$ cat src/rtl/portcmd_pkg.sv
package portcmd_pkg;
  localparam int REG_W   = 32;
  localparam int SEL_W   = 2;
  localparam int ST_BIT  = 0;
  localparam int FRE_BIT = 4;
  localparam int FR_BIT  = 14;
  localparam int CR_BIT  = 15;
  localparam int SIG_BYTES = REG_W / 8;

  typedef enum logic [SEL_W-1:0] {
    SEL_CMD = 2'd0,
    SEL_CLB = 2'd1,
    SEL_FB  = 2'd2,
    SEL_SIG = 2'd3
  } regSel_e;

  typedef struct packed {
    logic cmdWr;
    logic clbWr;
    logic fbWr;
    logic sigLoad;
    logic clbLatch;
    logic fbLatch;
  } strobe_t;
endpackage

$ cat src/rtl/portcmd_ctrl.sv
module portcmd_ctrl
  import portcmd_pkg::*;
(
  input  logic             clk,
  input  logic             rst,
  input  logic             portReset,
  input  logic             engIdle,
  input  logic             regWrEn,
  input  logic [SEL_W-1:0] regAddr,
  input  logic             stEn,
  input  logic             freEn,
  output strobe_t          stb,
  output logic             cmdRunning,
  output logic             fisRunning
);
  regSel_e sel;
  logic    crNext;
  logic    frNext;

  assign sel = regSel_e'(regAddr);

  always_comb begin
    stb          = '0;
    stb.sigLoad  = portReset;
    stb.cmdWr    = regWrEn && !portReset && (sel == SEL_CMD);
    stb.clbWr    = regWrEn && (sel == SEL_CLB);
    stb.fbWr     = regWrEn && (sel == SEL_FB);
    stb.clbLatch = !portReset && stEn && !cmdRunning;
    stb.fbLatch  = !portReset && freEn && !fisRunning;
  end

  always_comb begin
    crNext = cmdRunning;
    if (portReset)                          crNext = 1'b0;
    else if (stEn && !cmdRunning)           crNext = 1'b1;
    else if (!stEn && cmdRunning && engIdle) crNext = 1'b0;
  end

  always_comb begin
    frNext = fisRunning;
    if (portReset)                           frNext = 1'b0;
    else if (freEn && !fisRunning)           frNext = 1'b1;
    else if (!freEn && fisRunning && engIdle) frNext = 1'b0;
  end

  always_ff @(posedge clk) begin
    if (rst) begin
      cmdRunning <= 1'b0;
      fisRunning <= 1'b0;
    end else begin
      cmdRunning <= crNext;
      fisRunning <= frNext;
    end
  end


  crRise_chk: assert property (@(posedge clk) disable iff (rst)
    stEn && !cmdRunning && !portReset |=> cmdRunning);


  crHold_chk: assert property (@(posedge clk) disable iff (rst)
    cmdRunning && !portReset && (stEn || !engIdle) |=> cmdRunning);


  frFall_chk: assert property (@(posedge clk) disable iff (rst)
    fisRunning && !freEn && engIdle && !portReset |=> !fisRunning);


  rstWins_chk: assert property (@(posedge clk) disable iff (rst)
    portReset |=> !cmdRunning && !fisRunning);
endmodule

$ cat src/rtl/portcmd_dp.sv
module portcmd_dp
  import portcmd_pkg::*;
#(
  parameter int               BASE_W    = 32,
  parameter logic [REG_W-1:0] SIGNATURE = 32'h0000_0101
)(
  input  logic              clk,
  input  logic              rst,
  input  strobe_t           stb,
  input  logic [SEL_W-1:0]  regAddr,
  input  logic [REG_W-1:0]  regWrData,
  input  logic              cmdRunning,
  input  logic              fisRunning,
  output logic              stEn,
  output logic              freEn,
  output logic [REG_W-1:0]  regRdData,
  output logic [BASE_W-1:0] clbBase,
  output logic [BASE_W-1:0] fbBase
);
  logic [BASE_W-1:0] clbReg;
  logic [BASE_W-1:0] fbReg;
  logic [7:0]        sigByte [SIG_BYTES];
  logic [REG_W-1:0]  sigWord;
  logic [REG_W-1:0]  cmdWord;

  always_ff @(posedge clk) begin
    if (rst || stb.sigLoad) begin
      stEn  <= 1'b0;
      freEn <= 1'b0;
    end else if (stb.cmdWr) begin
      stEn  <= regWrData[ST_BIT];
      freEn <= regWrData[FRE_BIT];
    end
  end

  always_ff @(posedge clk) begin
    if (rst) begin
      clbReg <= '0;
      fbReg  <= '0;
    end else begin
      if (stb.clbWr) clbReg <= regWrData[BASE_W-1:0];
      if (stb.fbWr)  fbReg  <= regWrData[BASE_W-1:0];
    end
  end

  always_ff @(posedge clk) begin
    if (rst) begin
      clbBase <= '0;
      fbBase  <= '0;
    end else begin
      if (stb.clbLatch) clbBase <= clbReg;
      if (stb.fbLatch)  fbBase  <= fbReg;
    end
  end

  for (genvar g = 0; g < SIG_BYTES; g++) begin : g_sig
    always_ff @(posedge clk) begin
      if (rst || stb.sigLoad) sigByte[g] <= SIGNATURE[8*g +: 8];
    end
    assign sigWord[8*g +: 8] = sigByte[g];
  end

  always_comb begin
    cmdWord          = '0;
    cmdWord[ST_BIT]  = stEn;
    cmdWord[FRE_BIT] = freEn;
    cmdWord[FR_BIT]  = fisRunning;
    cmdWord[CR_BIT]  = cmdRunning;
  end

  always_comb begin
    unique case (regSel_e'(regAddr))
      SEL_CMD: regRdData = cmdWord;
      SEL_CLB: regRdData = REG_W'(clbReg);
      SEL_FB:  regRdData = REG_W'(fbReg);
      default: regRdData = sigWord;
    endcase
  end


  clbHold_chk: assert property (@(posedge clk) disable iff (rst)
    !stb.clbLatch |=> $stable(clbBase));


  fbHold_chk: assert property (@(posedge clk) disable iff (rst)
    !stb.fbLatch |=> $stable(fbBase));


  portClr_chk: assert property (@(posedge clk) disable iff (rst)
    stb.sigLoad |=> !stEn && !freEn && (sigWord == SIGNATURE));
endmodule

$ cat src/rtl/port_cmd_reg.sv
module port_cmd_reg
  import portcmd_pkg::*;
#(
  parameter int          BASE_W    = 32,
  parameter logic [31:0] SIGNATURE = 32'h0000_0101
)(
  input  logic              clk,
  input  logic              rst,
  input  logic              portReset,
  input  logic              engIdle,
  input  logic              regWrEn,
  input  logic [1:0]        regAddr,
  input  logic [31:0]       regWrData,
  output logic [31:0]       regRdData,
  output logic [BASE_W-1:0] clbBase,
  output logic [BASE_W-1:0] fbBase,
  output logic              cmdRunning,
  output logic              fisRunning
);
  strobe_t stb;
  logic    stEn;
  logic    freEn;

  portcmd_ctrl u_ctrl (
    .clk(clk), .rst(rst), .portReset(portReset), .engIdle(engIdle),
    .regWrEn(regWrEn), .regAddr(regAddr), .stEn(stEn), .freEn(freEn),
    .stb(stb), .cmdRunning(cmdRunning), .fisRunning(fisRunning)
  );

  portcmd_dp #(.BASE_W(BASE_W), .SIGNATURE(SIGNATURE)) u_dp (
    .clk(clk), .rst(rst), .stb(stb), .regAddr(regAddr),
    .regWrData(regWrData), .cmdRunning(cmdRunning), .fisRunning(fisRunning),
    .stEn(stEn), .freEn(freEn), .regRdData(regRdData),
    .clbBase(clbBase), .fbBase(fbBase)
  );


  iccZero_chk: assert property (@(posedge clk) disable iff (rst)
    (regAddr == 2'd0) |-> (regRdData[31:28] == 4'd0) && (regRdData[13:5] == 9'd0));
endmodule

$ cat config.mk
export PLATFORM = sky130hd
export DESIGN_NAME = port_cmd_reg
export DESIGN_NICKNAME = d
export VERILOG_FILES = /design/src/rtl/portcmd_pkg.sv /design/src/rtl/portcmd_ctrl.sv /design/src/rtl/portcmd_dp.sv /design/src/rtl/port_cmd_reg.sv
export SDC_FILE = /design/constraint.sdc
export NUM_CORES = 1
export LEC_CHECK = 0
export BUFFER_PORTS_ARGS = -buffer_cell sky130_fd_sc_hd__buf_4
export CELL_PAD_IN_SITES_DETAIL_PLACEMENT = 1
export CELL_PAD_IN_SITES_GLOBAL_PLACEMENT = 1
export CORE_ASPECT_RATIO = 0.7
export CORE_MARGIN = 1.5
export CORE_UTILIZATION = 42
export DETAILED_ROUTE_END_ITERATION = 10
export PLACE_DENSITY = 0.84
export SLEW_MARGIN = 20
export SYNTH_ARGS = -nofsm -noshare
export SYNTH_HDL_FRONTEND = slang
export SYNTH_SLANG_ARGS = --single-unit
$ cat constraint.sdc
create_clock -name clk -period 1.7 [get_ports clk]
set_input_delay 0.085 -clock clk [delete_from_list [all_inputs] [get_ports clk]]
set_output_delay 0.085 -clock clk [all_outputs]
set_load 0.01 [all_outputs]
==> results by group <==
Timing
  – Final Slew Violations: 0
  – RSZ-0062 raised after global routing: false
  – Final hold viol count: 0
  – Fmax: 687 MHz
  – Final period utilization: 0.856
  – Clock skew: 5.97 ps
  – Setup-failing EPs final: 0
  – Sum Neg Setup Slack: 0 ps
  – Headroom to the max-slew limit: 0.751
  – Slew at the pin with the worst max-slew slack: 373 ps
  – Tmin final: 1460 ps

Final layout
  – P&R area growth vs syn: 34.5%
  – Layout filler cell count: 1432
  – Sequential Area: 2680 sq um
  – Diodes inserted: 0
  – Final #Nets: 719
  – Design area: 7830 sq um
  – Layout cell share with drive strength beyond 1: 0.277
  – Multi-input logic area: 2840 sq um

Floorplanning
  – Die Width: 144 microns
  – Placeable Area: 13400 sq um
  – Num rows: 35
  – IO Count: 137
  – DIE HEIGHT: 101 microns
  – Full die area: 14600 sq um
  – Initial Util: 0.436

Flow run
  – Max-Cap Viols: 0

Logic synthesis
  – Share of the synthesized area in the top cell type: 0.461
  – Yosys reg bits: 134
  – Library cells used by synthesis: 23
  – Ys async rst share: 0
  – YS warnings: 0
  – Largest area contributor in the netlist: dfxtp_1
  – Avg Inst Size Synth: 11.1 sq um
  – Most common cell in the netlist: dfxtp_1
  – Post-Syn Nets: 563
  – Synthesized instance count: 524
  – Most frequent cells after synthesis: dfxtp_1 (134), nand2b_1 (133), mux2i_1 (131)
  – Main flop type after synthesis: dfxtp_1
  – Sequential fraction of the synthesis area: 0.461
  – Synth top area cells: dfxtp_1 (46%), mux2i_1 (23%), nand2b_1 (14%), a22o_1 (4.2%), or2b_1 (3.7%)
  – Post-synth EDFFs: 0
  – Netlist Area Pre-Place: 5820 sq um

Power and ir drop
  – Net Sw Frac: 0.211
  – Seq pwr share: 0.433
  – Clock power share: 0.496
  – PD cells: 952 nW/um^2
  – Logic pwr share: 0.071
  – Switching power: 1570 uW
  – Maximum vdd drop: 0.678 mV
  – Power Internal: 5880 uW
  – Leakage: 0.00329 uW

Setup path
  – Arr. time, crit path: 1370 ps
  – Worst Setup Start Kind: flip-flop
  – Crit-path max FO: 4
  – Crit path max-delay family: multiplexers
  – CP Cell Sequence: mux4_2, buf_4
  – Worst Setup Path Type: reg -> out
  – Critical path buffer and inverter count: 1
  – CP peak stage delay: 460 ps
  – CP endpoint kind: output port
  – Required time of the critical path: 1620 ps
  – Critical path's slowest cell: mux4_2

Place
  – RD Place Congestion: 0.810
  – # port buffers: 136
  – Final HPWL DP: 10500 microns
  – Placed cell area: 6960 sq um

Outcome
  – Outcome: finished clean

Route
  – DR vias: 4306
  – Via density: 4.93
  – Residual DRC count: 0
  – Routed wire length: 15900 microns
  – Initial DRT Pass Iterations: 4
  – DRT iter0 DRCs: 162
  – DR WL/cell: 18.2 microns
  – ANT nets after route: 0

Clock network
  – Clk sinks: 134
  – Root buf cell: clkbuf_16
  – Worst-Skew Late Latency: 410 ps
  – Setup bufs post-CTS: 0
  – Reg clk slew, reported paths: 60 ps
  – H-tree depth: 4
  – Clk buf depth: 2
  – CTS tree: yes
  – CTS Buf Count: 17

Worst hold path
  – HP Class: in -> reg

GRT
  – Initial antenna violation count: 0
  – Vias in the first global route: 4634
  – Total Routing Usage GR: 0.224
  – Global route total overflow: 0
  – First-pass GRT wire length: 24900 microns
  – Largest net degree at the start of global routing: 67
metrics by stage:
step | util | power, uW | setup WS [ps] | hold WS, ps | cells
6_report | 0.586 | 7450 | 244 | 9.64 | 874
5_1_grt | 0.586 | 7660 | 192 | 13.7 | 874
2_1_floorplan | - | 3580 | 459 | 264 | 524
3_3_place_gp | 0.521 | 3750 | 360 | 363 | 818
4_1_cts | 0.586 | 7500 | 227 | 0.710 | 874
3_5_place_dp | 0.521 | 3770 | 284 | 372 | 818
power groups by stage:
stage	sequential, uW	clock [uW]	combinational, uW
2_1_floorplan	3280	0	294
3_3_place_gp	3290	0	459
3_5_place_dp	3290	0	472
4_1_cts	3230	3740	527
5_1_grt	3230	3870	563
6_report	3230	3690	528
layout make-up:
cell class,count,area share
flip-flops and latches,134,0.343
inverters,2,0.000959
clock buffers,25,0.0671
repair buffers,180,0.188
multi-input cells,345,0.363
well taps,185,0.0296
clock inverters,3,0.00831
worst reg2reg max path, stage by stage (launching register included):
cell	delay [ps]
dfxtp_1	380
or3b_2	500
buf_4	250
mux2i_1	230
cell usage in the layout, fill, tap and decap left out, drive strengths merged:
cell type / count
buf: 152
dfxtp: 134
o2bb2ai: 3
or3b: 1
clkinv: 1
or2: 1
a21oi: 2
bufinv: 2
dlygate4sd3: 28
nand2b: 133
or2b: 29
or3: 2
and3b: 2
inv: 2
nor2b: 2
mux4: 1
nor4b: 1
mux2: 3
clkbuf: 25
mux2i: 131
a22o: 28
nor3b: 6
timing repair:
item / CTS / global route
hold buffers: 28 / 0
hold endpoints to repair: 49 / 0
gates resized for setup: 0 / 0
worst paths after layout:
path	endpoint	slack [ps]	from	cells after the start
setup / recovery	regRdData[0]	240	u_dp.stEn	2
hold / removal	u_dp.clbReg[13]	10	regWrData[13]	3
setup reg to reg	u_dp.fbBase[6]	270	u_dp.freEn	3
hold reg to reg	u_dp.sigByte[0]	450	u_dp.sigByte[0]	1
logic make-up after synthesis:
kind of cell	count (synthesis)	synth area share
DFF	134	0.461
and+or+nand+nor	177	0.201
AOI/OAI and AO/OA	33	0.0484
muxes	135	0.235
buffers and inverters	45	0.0542
routing by layer:
metal  up-vias  GRT usage  part of all wire
li1       2087          -                 -
met1      2099      0.281              0.46
met2        99      0.368              0.46
met3        21     0.0676             0.057
met4         0     0.0793             0.016
met5         -          0                 0
sequential cells by signal, summed over array words and instances, names as in the netlist:
register,count
u_dp.clbBase,32
u_dp.clbReg,32
u_dp.fbBase,32
u_dp.fbReg,32
u_dp.sigByte,2
u_ctrl.cmdRunning,1
u_ctrl.fisRunning,1
u_dp.freEn,1
u_dp.stEn,1
(Power assumes the default switching activity.)
